`src/rtl/pspwm_pkg.sv`:
```
package pspwm_pkg;

  // Leg indices into per-leg vectors
  localparam int unsigned LEGS    = 2;
  localparam int unsigned IDX_CTL = 0;
  localparam int unsigned IDX_FIX = 1;

  // Timebase events decoded from the counter state
  typedef struct packed {
    logic zero;  // counter sits at zero
    logic top;   // counter sits at the period value
    logic up;    // counting up (false at the top)
  } tb_evt_t;

endpackage

```
`src/rtl/pspwm_counter.sv`:
```
module pspwm_counter
  import pspwm_pkg::*;
#(
  parameter int unsigned CW = 16
) (
  input  logic          clk,
  input  logic          rst,
  input  logic [CW-1:0] prd_i,
  output tb_evt_t       evt_o
);

  localparam logic [CW-1:0] ONE = CW'(1);

  logic [CW-1:0] cnt_q;
  logic [CW-1:0] prd_sh;
  logic          up_q;
  logic [CW:0]   cnt_inc;

  assign cnt_inc = {1'b0, cnt_q} + 1'b1;

  always_ff @(posedge clk) begin
    if (rst) begin
      cnt_q  <= '0;
      up_q   <= 1'b1;
      prd_sh <= prd_i;
    end else begin
      if (cnt_q == '0) prd_sh <= prd_i;
      if (up_q) begin
        if (cnt_inc >= {1'b0, prd_sh}) begin
          cnt_q <= prd_sh;
          up_q  <= 1'b0;
        end else begin
          cnt_q <= cnt_inc[CW-1:0];
        end
      end else begin
        if (cnt_q <= ONE) begin
          cnt_q <= '0;
          up_q  <= 1'b1;
        end else begin
          cnt_q <= cnt_q - 1'b1;
        end
      end
    end
  end

  assign evt_o.zero = (cnt_q == '0);
  assign evt_o.top  = (cnt_q == prd_sh);
  assign evt_o.up   = up_q;

  // count never leaves the range 0..period
  assert_cnt_bound_R1: assert property (@(posedge clk) disable iff (rst)
    cnt_q <= prd_sh);

  // at the top the counter is already heading down
  assert_top_is_down_R1: assert property (@(posedge clk) disable iff (rst)
    (cnt_q == prd_sh) |-> !up_q);

  // period shadow only moves at the zero count
  assert_shadow_hold_R9: assert property (@(posedge clk) disable iff (rst)
    (cnt_q != '0) |=> $stable(prd_sh));

endmodule

```
`src/rtl/pspwm_trip_sync.sv`:
```
module pspwm_trip_sync (
  input  logic clk,
  input  logic rst,
  input  logic cmp_i,
  output logic evt_o
);

  logic [2:0] sh_q;

  always_ff @(posedge clk) begin
    if (rst) sh_q <= '0;
    else     sh_q <= {sh_q[1:0], cmp_i};
  end

  assign evt_o = sh_q[1] & ~sh_q[2];

  // an event never lasts more than one clock
  assert_one_shot_R6: assert property (@(posedge clk) disable iff (rst)
    evt_o |=> !evt_o);

endmodule

```
`src/rtl/pspwm_deadband.sv`:
```
module pspwm_deadband #(
  parameter int unsigned DW = 8
) (
  input  logic          clk,
  input  logic          rst,
  input  logic          raw_i,
  input  logic [DW-1:0] red_i,
  input  logic [DW-1:0] fed_i,
  output logic          a_o,
  output logic          b_o
);

  localparam logic [DW-1:0] RUN_MAX = '1;

  logic [DW-1:0] hi_run, lo_run;
  logic          a_q, b_q;

  always_ff @(posedge clk) begin
    if (rst) begin
      hi_run <= '0;
      lo_run <= '0;
      a_q    <= 1'b0;
      b_q    <= 1'b0;
    end else begin
      if (raw_i) hi_run <= (hi_run == RUN_MAX) ? hi_run : hi_run + 1'b1;
      else       hi_run <= '0;
      if (!raw_i) lo_run <= (lo_run == RUN_MAX) ? lo_run : lo_run + 1'b1;
      else        lo_run <= '0;
      a_q <= raw_i && (hi_run >= red_i);
      b_q <= !raw_i && (lo_run >= fed_i);
    end
  end

  assign a_o = a_q;
  assign b_o = b_q;

  // the pair is never on together
  assert_no_overlap_R3: assert property (@(posedge clk) disable iff (rst)
    !(a_o && b_o));

  // A only turns on after a high raw level
  assert_a_follows_raw_R3: assert property (@(posedge clk) disable iff (rst)
    $rose(a_o) |-> $past(raw_i));

endmodule

```
`src/rtl/pspwm_leg.sv`:
```
module pspwm_leg
  import pspwm_pkg::*;
#(
  parameter int unsigned CW = 16,
  parameter int unsigned DW = 8
) (
  input  logic          clk,
  input  logic          rst,
  input  logic [CW-1:0] prd_i,
  input  logic [DW-1:0] red_i,
  input  logic [DW-1:0] fed_i,
  input  logic          cmp_i,
  output logic          ctl_a_o,
  output logic          ctl_b_o,
  output logic          fix_a_o,
  output logic          fix_b_o
);

  tb_evt_t         ev;
  logic            trip_evt, trip_up, trip_dn;
  logic [DW-1:0]   red_sh, fed_sh;
  logic [LEGS-1:0] raw_q;
  logic [LEGS-1:0] db_a, db_b;
  logic            lat_a, lat_b;

  pspwm_counter #(.CW(CW)) u_cnt (
    .clk   (clk),
    .rst   (rst),
    .prd_i (prd_i),
    .evt_o (ev)
  );

  pspwm_trip_sync u_sync (
    .clk   (clk),
    .rst   (rst),
    .cmp_i (cmp_i),
    .evt_o (trip_evt)
  );

  assign trip_up = trip_evt &  ev.up;
  assign trip_dn = trip_evt & ~ev.up;

  always_ff @(posedge clk) begin
    if (rst) begin
      red_sh <= red_i;
      fed_sh <= fed_i;
      raw_q  <= '0;
      lat_a  <= 1'b0;
      lat_b  <= 1'b0;
    end else begin
      if (ev.zero) begin
        red_sh <= red_i;
        fed_sh <= fed_i;
      end
      // fixed leg: half period high, half low
      if (ev.zero)     raw_q[IDX_FIX] <= 1'b1;
      else if (ev.top) raw_q[IDX_FIX] <= 1'b0;
      // controlled leg: counter events first, then comparator
      if (ev.zero)     raw_q[IDX_CTL] <= 1'b0;
      else if (ev.top) raw_q[IDX_CTL] <= 1'b1;
      else if (trip_up) raw_q[IDX_CTL] <= 1'b1;
      else if (trip_dn) raw_q[IDX_CTL] <= 1'b0;
      // cycle-by-cycle trip latch
      if (ev.zero || ev.top) begin
        lat_a <= 1'b0;
        lat_b <= 1'b0;
      end else begin
        if (trip_dn) lat_a <= 1'b1;
        if (trip_up) lat_b <= 1'b1;
      end
    end
  end

  for (genvar g = 0; g < LEGS; g++) begin : g_db
    pspwm_deadband #(.DW(DW)) u_db (
      .clk   (clk),
      .rst   (rst),
      .raw_i (raw_q[g]),
      .red_i (red_sh),
      .fed_i (fed_sh),
      .a_o   (db_a[g]),
      .b_o   (db_b[g])
    );
  end

  assign ctl_a_o = db_a[IDX_CTL] & ~lat_a;
  assign ctl_b_o = db_b[IDX_CTL] & ~lat_b;
  assign fix_a_o = db_a[IDX_FIX];
  assign fix_b_o = db_b[IDX_FIX];

  // fixed leg raw rises right after the zero count
  assert_fix_rise_R2: assert property (@(posedge clk) disable iff (rst)
    ev.zero |=> raw_q[IDX_FIX]);

  // period count drives the controlled raw level high
  assert_top_sets_R4: assert property (@(posedge clk) disable iff (rst)
    ev.top |=> raw_q[IDX_CTL]);

  // zero count drives the controlled raw level low
  assert_zero_clears_R5: assert property (@(posedge clk) disable iff (rst)
    ev.zero |=> !raw_q[IDX_CTL]);

  // a down-count trip turns controlled A off at once
  assert_trip_dn_a_R7: assert property (@(posedge clk) disable iff (rst)
    (trip_dn && !ev.zero && !ev.top) |=> !ctl_a_o);

  // an up-count trip turns controlled B off at once
  assert_trip_up_b_R7: assert property (@(posedge clk) disable iff (rst)
    (trip_up && !ev.zero && !ev.top) |=> !ctl_b_o);

  // turnarounds release the trip latch
  assert_latch_release_R8: assert property (@(posedge clk) disable iff (rst)
    (ev.zero || ev.top) |=> (!lat_a && !lat_b));

endmodule

```
`config.mk`:
```
export PLATFORM = sky130hd
export DESIGN_NAME = pspwm_leg
export DESIGN_NICKNAME = d
export VERILOG_FILES = /design/src/rtl/pspwm_pkg.sv /design/src/rtl/pspwm_counter.sv /design/src/rtl/pspwm_trip_sync.sv /design/src/rtl/pspwm_deadband.sv /design/src/rtl/pspwm_leg.sv
export SDC_FILE = /design/constraint.sdc
export NUM_CORES = 1
export LEC_CHECK = 0
export BUFFER_PORTS_ARGS = -buffer_cell sky130_fd_sc_hd__buf_4
export CAP_MARGIN = 15
export CORE_MARGIN = 2
export CORE_UTILIZATION = 61
export DETAILED_ROUTE_END_ITERATION = 6
export GPL_ROUTABILITY_DRIVEN = 1
export PLACE_DENSITY = 0.93
export SLEW_MARGIN = 5
export SYNTH_ARGS = -nofsm -noshare
export SYNTH_HDL_FRONTEND = slang
export SYNTH_SLANG_ARGS = --single-unit
```
`constraint.sdc`:
```
create_clock -name clk -period 4.5 [get_ports clk]
set_clock_uncertainty 0.15 [all_clocks]
set_input_delay 0.45 -clock clk [delete_from_list [all_inputs] [get_ports clk]]
set_output_delay 0.45 -clock clk [all_outputs]
set_load 0.03 [all_outputs]
```
==> results of run 1 <==
## registers in the layout, indices dropped and copies added, names as in the netlist
| register | count |
|---|---|
| fed_sh | 8 |
| g_db.u_db.a_o | 2 |
| g_db.u_db.b_o | 2 |
| g_db.u_db.hi_run | 16 |
| g_db.u_db.lo_run | 16 |
| lat_a | 1 |
| lat_b | 1 |
| raw_q | 2 |
| red_sh | 8 |
| u_cnt.cnt_q | 16 |
| u_cnt.prd_sh | 16 |
| u_cnt.up_q | 1 |
| u_sync.sh_q | 3 |
## kinds of logic (layout without fill, tap and decap cells)
family	after synthesis	in the layout
flops	92	92
fa+ha+maj	56	56
simple gates	204	204
mux	6	6
compound gates	99	99
xor+xnor	50	50
buf+inv	66	98
## cell type report
| class | instances | area, um2 |
|---|---|---|
| clock buffer | 11 | 131 |
| tap | 108 | 135 |
| fill | 660 | 2750 |
| sequential | 92 | 2160 |
| multi-input combinational | 415 | 2870 |
| inverter | 41 | 154 |
| clock inverter | 5 | 86.3 |
| timing repair buffer | 41 | 308 |
## per-layer routing
layer / share of wire [%] / vias up / GRT usage (%) / routed length (um)
met4: 2.9 / 0 / 6.84 / 319
met1: 40 / 2021 / 25.9 / 4360
met3: 5.4 / 29 / 6.47 / 592
met5: 0 / - / 0 / 0
met2: 52 / 126 / 44.3 / 5760
li1: - / 2073 / - / -
## power groups by stage
stage          Clock, mW  Sequential [mW]  Combinational, mW
4_1_cts            0.617             1.36               1.43
5_1_grt            0.656             1.39               1.61
6_report           0.610             1.36               1.44
3_5_place_dp           0             1.37               1.41
2_1_floorplan          0             1.23               1.22
3_3_place_gp           0             1.36               1.34
## layout by cell type (no fill, tap or decap), types with 2 or more instances in the layout
master	count
dfxtp_1	60
nor2_1	59
ha_1	56
nand2_1	42
inv_1	41
buf_4	41
o21ai_0	32
edfxtp_1	32
xor2_1	27
xnor2_1	23
nand3_1	22
a21oi_1	18
nand4_1	16
o22ai_1	14
a31oi_1	13
nor3_1	12
nand2b_1	10
nor2b_1	9
clkbuf_8	9
nor4_1	7
and3_1	6
mux2i_1	5
a21o_1	5
or2_2	4
nor3b_1	4
o31a_1	4
nor4b_1	4
nor4_4	2
nor4_2	2
or2_1	2
a211oi_1	2
o211a_1	2
bufinv_16	2
clkbuf_1	2
clkinv_4	2
## final timing paths
check / cells past startpoint / startpoint / endpoint / slack, ns
hold reg to reg: 1 / u_sync.sh_q[0]$_SDFF_PP0_ / u_sync.sh_q[1]$_SDFF_PP0_ / 0.33
setup / recovery: 13 / u_cnt.cnt_q[6]$_SDFF_PP0_ / u_cnt.cnt_q[3]$_SDFF_PP0_ / 0.91
hold / removal: 1 / fed_i[5] / fed_sh[5]$_DFFE_PP_ / 0.11
setup reg to reg: 13 / u_cnt.cnt_q[6]$_SDFF_PP0_ / u_cnt.cnt_q[3]$_SDFF_PP0_ / 0.91
## through the flow
stage,hold slack [ns],std cells,setup slack (ns),total power [mW]
floorplan,0.264,573,1.38,2.45
global placement,0.289,697,1.11,2.69
detailed placement,0.311,697,0.990,2.78
CTS,0.0943,713,0.963,3.41
global route,0.0784,713,0.595,3.65
finish,0.106,713,0.914,3.41
## critical path, stage by stage (launching register included)
cell and delay [ns]:
dfxtp_1 0.58, nand4_1 0.24, nor4_1 0.53, nand4_1 0.19
xnor2_1 0.22, ha_1 0.29, o211ai_1 0.21, nor2_1 0.06
a211oi_1 0.22, nand4_1 0.15, buf_4 0.22, o32ai_1 0.23
a22oi_1 0.10, a21oi_1 0.15
==> results.md, run 1 <==
- Outcome: completed
- Final Hold Vio Count: 0
- Final nets: 691
- Maximum fanout along the worst path: 11
- Die area: 9500 um2
- Clock transition at path regs: 0.09 ns
- GRT Overall Usage: between 20% and 30%
- Synth warn: 0
- TritonCTS clock tree: done
- Insertion delay to the later sink of the worst-skew pair: 0.36 ns
- Synth Net Count: ~660
- Startpoint types: flip-flop
- Inserted Clock Buffers: 9
- Top_reg_cell synth: dfxtp_1
- Pwr/cell area: a little under 600 nW/um2
- EDFF count, synth: 32
- Core Footprint: approximately 8600 um2
- Cts repair resizes: 0
- Bufs on Longest Clock Path: 2
- FP Rows: 34
- FF+latch count, synth: 92
- Clock network fraction of total power: 17.9%
- Sequential share of power: 39.9%
- Hpwl dp: a little over 8 mm
- Top cells by area, synth: dfxtp_1, edfxtp_1, ha_1
- Area grow syn2layout: 9.68%
- P_sw: 1.37 mW
- Leak: 2.47 nW
- Grt ovf: 0
- Initial DRC count: 168
- Drt pass-1 iters: 6
- Post-DP Area: 5630 um2
- Compound-Gate Fraction of Synth Area: 11.6%
- Comb pwr share: ~42%
- Largest family of logic cells by synthesized area: simple AND/OR/NAND/NOR gates
- Final setup vio count: 0
- Switch share: 40.1%
- Avg Vias per Cell: 5.96
- Pins Over Slew Limit: 0
- Worst setup path class: flip-flop to flip-flop
- Worst path arrival time: 3.74 ns
- Root Driver: clkbuf_8
- Required @ worst endpoint: roughly 4.7 ns
- Worst VDD drop: 0.327 mV
- Antenna diodes: 0
- Global-route wire length before repair: between 15 and 20 mm
- Worst slew margin: 50.3%
- H-tree depth: 3
- Layout cells sized above 1: 11.2%
- Vias in the first global route: 4121
- Syn Inst Count: 573
- Setup Fix Bufs, Post-CTS: 0
- Post-synth top area cell: dfxtp_1
- Total wire length: ~11 mm
- Ys async rst share: 0%
- RD Place Congestion: between 0.9 and 1
- Internal power: 2.04 mW
- Post-synth top cells: dfxtp_1, nor2_1, ha_1, nand2_1, inv_1
- Vias: approximately 4.2k
- Simple-gate share of the synthesized area: 19.7%
- RSZ-0062 raised after global routing: no
- Max-cap violations: 0
- Min Clock Period, post-route: around 3.6 ns
- Clock sinks: 92
- Post-synthesis xor/xnor area fraction: 8.22%
- Antenna violations before repair: 0
- Port bufs: 38
- CP Capture Type: flip-flop
- Peak Freq: approximately 280 MHz
- Cell area after synthesis: 5330 um2
- Starting Density: 62.0%
- Sequential share of the synthesized area: approximately two fifths
- Largest net degree at the start of global routing: 29
- Final Instance Area: 5840 um2
- Final core utilization: 68.0%
- Post-synthesis adder-cell area fraction: 13.2%
- Synth top area share: 22.5%
- DRC: 0
- # hold bufs at CTS: 0
- Routed len/inst: between 15 and 20 um
- Number of placed I/O pins: 39
- HP Class: input port to flip-flop
- Top-count cell post-synth: dfxtp_1
- Setup TNS: 0 ns
- Worst-margin pin slew: approximately 0.74 ns
- Count of distinct cell types in the synthesized netlist: 48
- Syn_area_per_cell: 9.30 um2
- Chip height: 97.5 um
- Multiplexer share of the synthesized area: roughly 1.2%
- Tcrit/Tclk final: between 70% and 80%
- Post-route ant nets: 0
- Chip width: approximately 97 um
Note: power is estimated with default switching activity, not from simulation.
==> run 2, diff against run 1 <==
Clock period 4.5 ns to 3.3 ns, I/O delays scaled along.
==> results.md, run 2 (synthesis gave the netlist of run 1 again) <==
- Outcome: complete, but fails checks
- Violations in the final reports: setup timing
- Area grow syn2layout: 19.8%
- Pins Over Slew Limit: 0 (unchanged)
- Worst-path cell chain: nand3_4, nor4_4, buf_4, nand4_1, xnor2_2, ha_1, o211ai_1, nor2_1, a211oi_2, nand4_1, buf_4, o21ai_0, o22ai_1
- Min Clock Period, post-route: 3.36 ns (-0.229 ns)
- Hold path depth: 2 (+1)
- Inserted Clock Buffers: 9 (unchanged)
- Global-route wire length before repair: 20.1 mm (+9.8%)
- Placement Setup Slack: 0.000211 ns (-0.989 ns)
- Final setup vio count: 8 (+8)
- Initial DRC count: 294 (+75%)
- RR Endpoint: u_cnt.cnt_q[7]$_SDFF_PP0_
- Critical path's top delay family: simple AND/OR/NAND/NOR gates
- CP Capture Type: flip-flop
- Slowest-stage cell, CP: dfxtp_1
- TritonCTS clock tree: done
- Hold slack final: 0.0264 ns (-0.0795 ns)
- Routed len/inst: 16.3 um (+5.4%)
- Pwr/cell area: 759 nW/um2 (+30%)
- Die area: 9500 um2 (unchanged)
- Worst-margin pin slew: 0.756 ns (+0.0110 ns)
- Number of placed I/O pins: 39 (unchanged)
- Worst Path Buf+Inv: 2 (+1)
- Insertion delay to the later sink of the worst-skew pair: 0.36 ns (about the same)
- Port bufs: 38 (unchanged)
- RSZ-0062 raised after global routing: yes
- Drt pass-1 iters: 5 (-1)
- Worst VDD drop: 0.435 mV (+33%)
- Reg2Reg Setup Slack: -0.06 ns (-0.97 ns)
- Bufs on Longest Clock Path: 2 (unchanged)
- Switch share: 40.9% (+0.80 points)
- Vias in the first global route: 4471 (+8.5%)
- P_sw: 1.98 mW (+45%)
- Worst slew margin: 49.6% (-0.74 points)
- Most frequent cells in the layout: buf_4, nor2_1, ha_1
- Starting Density: 62.0% (unchanged)
- Leak: 2.74 nW (+11%)
- Sequential share of power: 36.5% (-3.4 points)
- Post-DP Area: 5750 um2 (+2.1%)
- Final core utilization: 74.3% (+6.3 points)
- GRT Overall Usage: 25.6% (+1.9 points)
- Root Driver: clkbuf_8
- Startpoint types: flip-flop
- Required @ worst endpoint: 3.36 ns (-1.29 ns)
- Grt ovf: 0 (unchanged)
- Critical Path Max Stage Delay: 0.46 ns (-0.12 ns)
- Chip width: 97.5 um (unchanged)
- Pwr Total: 4.85 mW (+42%)
- Reg2Reg Launch Point: u_cnt.cnt_q[2]$_SDFF_PP0_
- Max-cap violations: 0 (unchanged)
- Chip height: 97.5 um (unchanged)
- Antenna diodes: 0 (unchanged)
- Final Hold Vio Count: 0 (unchanged)
- Maximum fanout along the worst path: 22 (+11)
- Most common cell after layout, fill and taps aside: buf_4
- Post-route ant nets: 0 (unchanged)
- Setup ws final: -0.0564 ns (-0.971 ns)
- Comb pwr share: 47.7% (+5.5 points)
- Tcrit/Tclk final: 102% (+22 points)
- Clock sinks: 92 (unchanged)
- Hold worst-path end: u_sync.sh_q[0]$_SDFF_PP0_
- FP Rows: 34 (unchanged)
- Hold Path Origin: cmp_i
- Peak Freq: 298 MHz (+6.8%)
- RD Place Congestion: 0.949 (+1.5%)
- Internal power: 2.86 mW (+40%)
- Worst path arrival time: 3.41 ns (-0.33 ns)
- Largest net degree at the start of global routing: 23 (-21%)
- H-tree depth: 3 (unchanged)
- Final nets: 745 (+7.8%)
- DRC: 0 (unchanged)
- Layout cells sized above 1: 16.1% (+4.8 points)
- R2r worst-path depth: 13 (unchanged)
- Clock network fraction of total power: 15.7% (-2.2 points)
- Worst setup path class: flip-flop to flip-flop
- Clock transition at path regs: 0.09 ns (about the same)
- Core Footprint: 8590 um2 (unchanged)
- Avg Vias per Cell: 6.02 (+1.0%)
- Total wire length: 12.5 mm (+13%)
- Hpwl dp: 8.44 mm (+3.5%)
- Final Instance Area: 6380 um2 (+9.2%)
- Antenna violations before repair: 0 (unchanged)
- Vias: 4617 (+8.7%)
- HP Class: input port to flip-flop
run 2: how the worst max path moves through the flow:
stage	slack (ns)	cells after the start	end	start
floorplan	0.18	14	u_cnt.cnt_q[3]$_SDFF_PP0_	u_cnt.cnt_q[0]$_SDFF_PP0_
global placement	0.21	15	u_cnt.cnt_q[3]$_SDFF_PP0_	u_cnt.cnt_q[0]$_SDFF_PP0_
detailed placement	0.0002	14	u_cnt.cnt_q[10]$_SDFF_PP0_	u_cnt.cnt_q[0]$_SDFF_PP0_
CTS	0.02	15	u_cnt.cnt_q[3]$_SDFF_PP0_	u_cnt.cnt_q[0]$_SDFF_PP0_
global route	-0.21	15	u_cnt.cnt_q[3]$_SDFF_PP0_	u_cnt.cnt_q[1]$_SDFF_PP0_
finish	-0.06	13	u_cnt.cnt_q[7]$_SDFF_PP0_	u_cnt.cnt_q[2]$_SDFF_PP0_
run 2: routing by layer:
layer	GRT usage, %	vias up	part of all wire (%)
met2	46.8	202	53
met5	0	-	0
met1	29.2	2198	38
met4	9.08	0	2.5
li1	-	2176	-
met3	5.54	41	6.1
run 2: repair_timing:
item / 4_1_cts / 5_1_grt
endpoints found under the setup margin: 7 / 16
pin swaps: 1 / 11
hold endpoints to repair: 32 / 0
gates resized for setup: 3 / 19
setup buffers: 0 / 6
hold buffers: 32 / 0
run 2: area by class of cell:
cell class	count	area, um2
clock buffers	11	131
clock inverters	5	62.6
fillers	547	2210
inverters	41	154
multi-input cells	415	2930
flip-flops and latches	92	2170
well taps	108	135
repair buffers	95	801
run 2: power by group through the flow:
stage / Sequential, mW / Clock, mW / Combinational, mW
6_report: 1.77 / 0.762 / 2.31
5_1_grt: 1.80 / 0.815 / 2.55
4_1_cts: 1.75 / 0.768 / 2.19
3_5_place_dp: 1.77 / 0 / 2.12
3_3_place_gp: 1.76 / 0 / 2.01
2_1_floorplan: 1.67 / 0 / 1.66
run 2: through the flow:
step                instances  TNS [ns]
global route              767     -2.37
CTS                       761         0
detailed placement        713         0
global placement          713         0
floorplan                 573         0
finish                    767    -0.227
